--- config.mk ---
export PLATFORM = sky130hd
export DESIGN_NAME = nand_ce_decoder
export DESIGN_NICKNAME = d
export VERILOG_FILES = /design/src/rtl/nand_dec_pkg.sv /design/src/rtl/nand_cfg_regs.sv /design/src/rtl/nand_strobe_gen.sv /design/src/rtl/nand_ce_encode.sv /design/src/rtl/nand_ce_decoder.sv
export SDC_FILE = /design/constraint.sdc
export NUM_CORES = 1
export LEC_CHECK = 0
export CAP_MARGIN = 20
export CORE_UTILIZATION = 36
export DETAILED_ROUTE_END_ITERATION = 16
export HOLD_SLACK_MARGIN = 0.08
export PLACE_DENSITY = 0.78
export SLEW_MARGIN = 20
export SYNTH_ARGS = -nofsm -noshare
export SYNTH_HDL_FRONTEND = slang
export SYNTH_SLANG_ARGS = --single-unit
--- constraint.sdc ---
create_clock -name clk -period 2.3 [get_ports clk]
set_clock_uncertainty 0.2 [all_clocks]
set_input_delay 0.345 -clock clk [delete_from_list [all_inputs] [get_ports clk]]
set_output_delay 0.345 -clock clk [all_outputs]
set_load 0.05 [all_outputs]
--- src/rtl/nand_dec_pkg.sv ---
package nand_dec_pkg;
    localparam int ADDR_W    = 16;
    localparam int DATA_W    = 8;
    localparam int CE_W      = 4;
    localparam int SEL_W     = $clog2(CE_W);
    localparam int NAND_OFFS = 4;

    typedef struct packed {
        logic space_mem;
        logic wide;
        logic binary;
        logic enable;
    } mode_t;

    typedef enum logic {
        REG_MODE = 1'b0,
        REG_DEV  = 1'b1
    } reg_sel_e;

    function automatic logic [CE_W-1:0] onehot_low(input logic [SEL_W-1:0] sel);
        logic [CE_W-1:0] v;
        v = '1;
        v[sel] = 1'b0;
        return v;
    endfunction
endpackage

--- src/rtl/nand_cfg_regs.sv ---
module nand_cfg_regs
    import nand_dec_pkg::*;
(
    input  logic              clk,
    input  logic              rst,
    input  logic              we,
    input  logic              addr,
    input  logic [DATA_W-1:0] wdata,
    output mode_t             mode,
    output logic [CE_W-1:0]   dev
);
    always_ff @(posedge clk) begin
        if (rst) begin
            mode <= '0;
            dev  <= '0;
        end else if (we) begin
            if (reg_sel_e'(addr) == REG_MODE)
                mode <= mode_t'(wdata[3:0]);
            else
                dev <= wdata[CE_W-1:0];
        end
    end
endmodule

--- src/rtl/nand_strobe_gen.sv ---
module nand_strobe_gen
    import nand_dec_pkg::*;
(
    input  mode_t             mode,
    input  logic [ADDR_W-1:0] base_addr,
    input  logic [ADDR_W-1:0] host_addr,
    input  logic              io_rd,
    input  logic              io_wr,
    input  logic              mem_rd,
    input  logic              mem_wr,
    output logic              re_n,
    output logic              we_n
);
    logic [ADDR_W-1:0] target;
    logic              io_hit;
    logic              rd, wr;

    always_comb begin
        target = base_addr + ADDR_W'(NAND_OFFS);
        io_hit = (host_addr == target);
        if (mode.space_mem) begin
            rd = mem_rd;
            wr = mem_wr;
        end else begin
            rd = io_rd & io_hit;
            wr = io_wr & io_hit;
        end
        re_n = ~(mode.enable & rd);
        we_n = ~(mode.enable & wr);
    end
endmodule

--- src/rtl/nand_ce_encode.sv ---
module nand_ce_encode
    import nand_dec_pkg::*;
(
    input  mode_t           mode,
    input  logic [CE_W-1:0] dev,
    output logic [CE_W-1:0] ce_n
);
    always_comb begin
        if (!mode.enable)
            ce_n = '1;
        else if (mode.binary)
            ce_n = ~dev;
        else
            ce_n = onehot_low(dev[SEL_W-1:0]);
    end
endmodule

--- src/rtl/nand_ce_decoder.sv ---
module nand_ce_decoder
    import nand_dec_pkg::*;
(
    input  logic              clk,
    input  logic              rst,
    input  logic              reg_we,
    input  logic              reg_addr,
    input  logic [DATA_W-1:0] reg_wdata,
    input  logic [ADDR_W-1:0] base_addr,
    input  logic [ADDR_W-1:0] host_addr,
    input  logic              io_rd,
    input  logic              io_wr,
    input  logic              mem_rd,
    input  logic              mem_wr,
    input  logic              ext_wide_n,
    output logic              nand_re_n,
    output logic              nand_we_n,
    output logic [CE_W-1:0]   ce_n,
    output logic              wide_n
);
    mode_t           mode;
    logic [CE_W-1:0] dev;

    nand_cfg_regs u_regs (
        .clk(clk), .rst(rst), .we(reg_we), .addr(reg_addr),
        .wdata(reg_wdata), .mode(mode), .dev(dev)
    );

    nand_strobe_gen u_strobe (
        .mode(mode), .base_addr(base_addr), .host_addr(host_addr),
        .io_rd(io_rd), .io_wr(io_wr), .mem_rd(mem_rd), .mem_wr(mem_wr),
        .re_n(nand_re_n), .we_n(nand_we_n)
    );

    nand_ce_encode u_ce (
        .mode(mode), .dev(dev), .ce_n(ce_n)
    );

    assign wide_n = mode.enable ? ~mode.wide : ext_wide_n;
endmodule

==> results of run 1 <==
[where the power goes]
group	internal [mW]	leakage, nW	total (mW)	switching (mW)
Combinational	0.142	0.644	0.250	0.107
Clock	0.0596	0.0138	0.106	0.0461
Sequential	0.145	0.0654	0.152	0.00690
Total	0.347	0.723	0.508	0.161
[worst max-delay path, stage by stage]
cell and delay, ns:
dlygate4sd2_1 0.26, xnor2_2 0.14, buf_4 0.14, xnor2_1 0.11
nor2_1 0.14, a221oi_2 0.07, buf_4 0.14, nor4_4 0.37
a31oi_4 0.13, buf_6 0.17
[sequential cells by signal, indices dropped and copies added, names as in the netlist]
register and flops:
u_regs.dev 4, u_regs.mode 4
[worst paths after layout]
kind | from | slack (ns) | to | depth (start not counted)
setup / recovery | host_addr[15] | -0.27 | nand_we_n | 10
hold / removal | u_regs.dev[3] | 0.26 | u_regs.dev[3] | 2
setup reg to reg | u_regs.mode[0] | 1.35 | u_regs.mode[0] | 3
hold reg to reg | u_regs.dev[3] | 0.26 | u_regs.dev[3] | 2
[kinds of logic (layout without fill, tap and decap cells)]
logic type               count (synthesis)  count (layout)  share of synthesized area [%]
multiplexers                             2               2                           2.26
adder cells (fa/ha/maj)                  1               1                           1.41
buffers and inverters                    7              83                           3.39
AO/OA/AOI/OAI                           24              24                           16.7
flip-flops                               8               8                           18.1
AND/OR/NAND/NOR                         62              62                           37.3
XOR/XNOR                                21              21                           20.8
[synth_stat cells, drive strengths merged, types with 3 or more instances]
cell and number:
nand2 26, xnor2 14, a21oi 9, dfxtp 8, nand3 7, nor2 7
xor2 7, o21ai 6, and3 4, inv 4, nand4 4, nor2b 4
a31oi 3
[cell type report]
cell class                      instances  area [sq um]
Multi-Input combinational cell        110           812
Timing Repair Buffer                   76           691
Fill cell                             186           519
Sequential cell                         8           160
Tap cell                               28          35.0
Clock buffer                            3          22.5
Inverter                                4          15.0
[timing repair]
action                     4_1_cts  5_1_grt
pin swaps                       20        1
gates cloned                     0        0
gates resized for setup         46        5
setup buffers                    4        0
setup endpoints to repair        2        2
[through the flow]
step	cells	hold slack (ns)	power, mW
detailed placement	222	0.261	0.391
floorplan	125	0.236	0.250
global route	229	0.298	0.537
CTS	229	0.267	0.505
global placement	222	0.253	0.384
finish	229	0.264	0.508
[per-layer routing]
layer,up-vias,global-route usage [%],share of wire [%]
li1,594,-,-
met1,526,25.0,41
met2,40,46.5,53
met3,8,1.17,3.9
met4,0,9.46,2.2
met5,-,0,0
==> impl_metrics.tcl, run 1 <==
set metrics [dict create \
    status "finished, violations left" \
    violations "setup timing" \
    finalSetupTns_ns -0.539 \
    syn_avg_cell_area_sq_um 7.08 \
    setup_viol 2 \
    seq_area_frac_synth_pct 18.1 \
    grt_pass1_vias 1138 \
    rsz0062_at_grt "yes" \
    grt_first_pass_wirelength_um 4650 \
    synth_cell_types 34 \
    vias 1168 \
    crit_fanout 2 \
    final_nets 253 \
    cp-end-kind "output pin" \
    slew_violations 0 \
    vias_per_cell 5.10 \
    dieWidth_um 51.6 \
    portBuffers 51 \
    dpl-instance-area_sq_um 1620 \
    drv_cap 0 \
    drc 0 \
    diodes 0 \
    layout_setup_ws_ns -0.272 \
    max_freq_mhz 389 \
    ys.flop_type "dfxtp_1" \
    period_needed_ns 2.57 \
    relSlewSlack_pct 76.8 \
    initial_core_util_pct 39.2 \
    preCtsSetupSlack_ns -0.819 \
    async_reset_ff_share_pct 0 \
    hpwl_um 2280 \
    clock-sinks 8 \
    cts_tree "done" \
    final_common_cell "buf_4" \
    yosys_warnings 0 \
    cp.arrival_ns 2.03 \
    wirelength_um 2910 \
    wl_per_cell_um 12.7 \
    clockBufferDepth 2 \
    postRouteAntennaNets 0 \
    track_usage_pct 23.3 \
    overflow 0 \
    p_per_area_nw_per_um2 293 \
    clk_latency_ns 0.25 \
    synthTopCellsByArea "dfxtp_1 (18%), xnor2_1 (14%), nand2_1 (11%), xor2_1 (6.9%), a21oi_1 (5.1%)" \
    syn_inst 125 \
    synth_top_area_share_pct 18.1 \
    drive_gt1_share_pct 27.9 \
    area_growth_pct 96.2 \
    cts_buffers 3 \
    synth.largest_area_cell "dfxtp_1" \
    first_iter_violations 6 \
    ir_drop_v 0.000320 \
    final_cell_mix "buf_4 (29), nand2_1 (26), clkdlybuf4s50_1 (20)" \
    fp-row-count 17 \
    synth_area_sq_um 885 \
    cp-start-kind "input pin" \
    dieArea_sq_um 2660 \
    hold_viol 0 \
    fin_area_sq_um 1740 \
    clkTransAtPathRegs_ns 0.05 \
    syn_nets 175 \
    core_sq_um 2250 \
    required_ns 1.75 \
    crit_type "input pin to output pin" \
    synth_edf_count 0 \
    grt_max_degree 10 \
    gp_congestion 0.788 \
    hp-class "flop to flop" \
    hold_buffers 0 \
    tightest_slew_ns 0.346 \
    die_height_um 51.6 \
    io_pins 56 \
    clockRootBuffer "clkbuf_4" \
    yosys_register_bits 8 \
    finalCritPeriodShare_pct 112 \
    antenna_found_initial 0 \
    leakage_nw 0.723 \
    fin_util_pct 77.0 \
    first_pass_iters 4 \
    htreeDepth 1 \
]
(Power assumes the default switching activity.)
==> run 2: changes to the inputs <==
--- a/config.mk
+++ b/config.mk
@@ -6,10 +6,11 @@
 export NUM_CORES = 1
 export LEC_CHECK = 0
 export CAP_MARGIN = 20
-export CORE_UTILIZATION = 36
+export CORE_UTILIZATION = 38
+export CTS_BUF_LIST = sky130_fd_sc_hd__clkbuf_4 sky130_fd_sc_hd__clkbuf_8
 export DETAILED_ROUTE_END_ITERATION = 16
 export HOLD_SLACK_MARGIN = 0.08
-export PLACE_DENSITY = 0.78
+export PLACE_DENSITY = 0.82
 export SLEW_MARGIN = 20
 export SYNTH_ARGS = -nofsm -noshare
 export SYNTH_HDL_FRONTEND = slang
==> impl_metrics.tcl, run 2 (synthesis results as in run 1) <==
set metrics [dict create \
    ir_drop_v 0.000277 \
    vias 1164 \
    grt_pass1_vias 1260 \
    die_height_um 50.3 \
    violations "setup timing" \
    cpMaxStageDelayCell "dlygate4sd2_1" \
    wirelength_um 3030 \
    first_pass_iters 4 \
    htreeDepth 1 \
    clockRootBuffer "clkbuf_4" \
    initial_core_util_pct 40.0 \
    cp.arrival_ns 2.05 \
    drc 0 \
    antenna_found_initial 0 \
    grt_max_degree 10 \
    final_common_cell "buf_4" \
    clk_latency_ns 0.25 \
    final_nets 251 \
    io_pins 56 \
    status "finished, violations left" \
    dieWidth_um 50.3 \
    gp_congestion 0.800 \
    cts_buffers 3 \
    cp-end-kind "output pin" \
    cts_tree "done" \
    setup_viol 2 \
    crit_family "buffers and inverters" \
    core_sq_um 2210 \
    total_power_mw 0.510 \
    finalCritPeriodShare_pct 113 \
    drive_gt1_share_pct 29.6 \
    crit_buf_inv 3 \
    top_regs "u_regs.dev x4, u_regs.mode x4" \
    overflow 0 \
    hpwl_um 2320 \
    crit_fanout 3 \
    track_usage_pct 26.0 \
    crit_type "input pin to output pin" \
    cp-start-kind "input pin" \
    postRouteAntennaNets 0 \
    clockBufferDepth 2 \
    top_layer "met4" \
    fp-row-count 17 \
    slew_violations 0 \
    relSlewSlack_pct 76.2 \
    wl_per_cell_um 13.3 \
    drv_cap 0 \
    portBuffers 51 \
    wl_met3_um 117 \
    max_freq_mhz 385 \
    period_needed_ns 2.60 \
    layout_setup_ws_ns -0.299 \
    vias_per_cell 5.13 \
    hold_viol 0 \
    rsz0062_at_grt "yes" \
    preCtsSetupSlack_ns -0.776 \
    wl_met1_um 1150 \
    hp-class "flop to flop" \
    met2_length_um 1690 \
    clock-sinks 8 \
    p_per_area_nw_per_um2 291 \
    grt_first_pass_wirelength_um 5000 \
    area_growth_pct 97.7 \
    required_ns 1.75 \
    worstPathCellList "dlygate4sd2_1, nand4_1, xor2_1, and2_1, mux2i_2, nor3_2, buf_4, a31oi_4, buf_6" \
    tightest_slew_ns 0.354 \
    clkTransAtPathRegs_ns 0.05 \
    first_iter_violations 16 \
    diodes 0 \
    cpPeakStageDelay_ns 0.27 \
    dieArea_sq_um 2530 \
    leakage_nw 0.719 \
    final_cell_mix "buf_4 (27), nand2_1 (26), clkdlybuf4s50_1 (20)" \
]
## run 2: changes by cell type in the layout (fill, tap and decap cells not counted), sizes merged
cell           delta
dlygate4sd2       -2
clkdlybuf4s15     +2
buf               -2
## run 2: area by class of cell
class	instances	area (sq um)
clock buffer	3	22.5
fill	155	463
inverter	4	15.0
multi-input combinational	110	838
sequential	8	160
tap	28	35.0
timing repair buffer	74	678
## run 2: per-stage QoR
stage | instances | area (sq um) | hold WS (ns) | TNS (ns) | utilization (%)
after detailed placement | 221 | 1610 | 0.251 | -1.55 | 72.9
after global routing | 227 | 1750 | 0.285 | -0.720 | 79.1
after CTS | 227 | 1730 | 0.258 | -0.480 | 78.3
after global placement | 221 | 1610 | 0.249 | -1.47 | 72.9
final | 227 | 1750 | 0.255 | -0.586 | 79.1
after floorplan | 125 | 936 | 0.236 | -0.129 | -
## run 2: path summary, 6_finish.rpt
| path | cells after the start | slack [ns] | startpoint | endpoint |
|---|---|---|---|---|
| setup / recovery | 9 | -0.30 | base_addr[6] | nand_re_n |
| hold / removal | 2 | 0.26 | u_regs.dev[3] | u_regs.dev[3] |
| setup reg to reg | 2 | 1.34 | u_regs.mode[1] | u_regs.mode[1] |
| hold reg to reg | 2 | 0.26 | u_regs.dev[3] | u_regs.dev[3] |
## run 2: report_power, final
part           total (mW)  switching [mW]  internal, mW
Combinational       0.254           0.112         0.142
Sequential          0.152         0.00636         0.145
Clock               0.104          0.0448        0.0595
## run 2: what timing repair did
action                     4_1_cts  5_1_grt
pin swaps                       22        1
gates resized for setup         54        4
setup buffers                    3        0
setup endpoints to repair        2        2
hold buffers                     0        0
## run 2: worst register-to-register path, stage by stage, from the launching register on
cell and delay [ns]:
dfxtp_1 0.45, nand2_1 0.09, a21oi_1 0.15
## run 2: metal layers
| metal | up-vias | track usage, % |
|---|---|---|
| li1 | 586 | - |
| met1 | 525 | 24.9 |
| met2 | 45 | 53.1 |
| met3 | 8 | 2.42 |
| met4 | 0 | 12.9 |
| met5 | - | 0 |
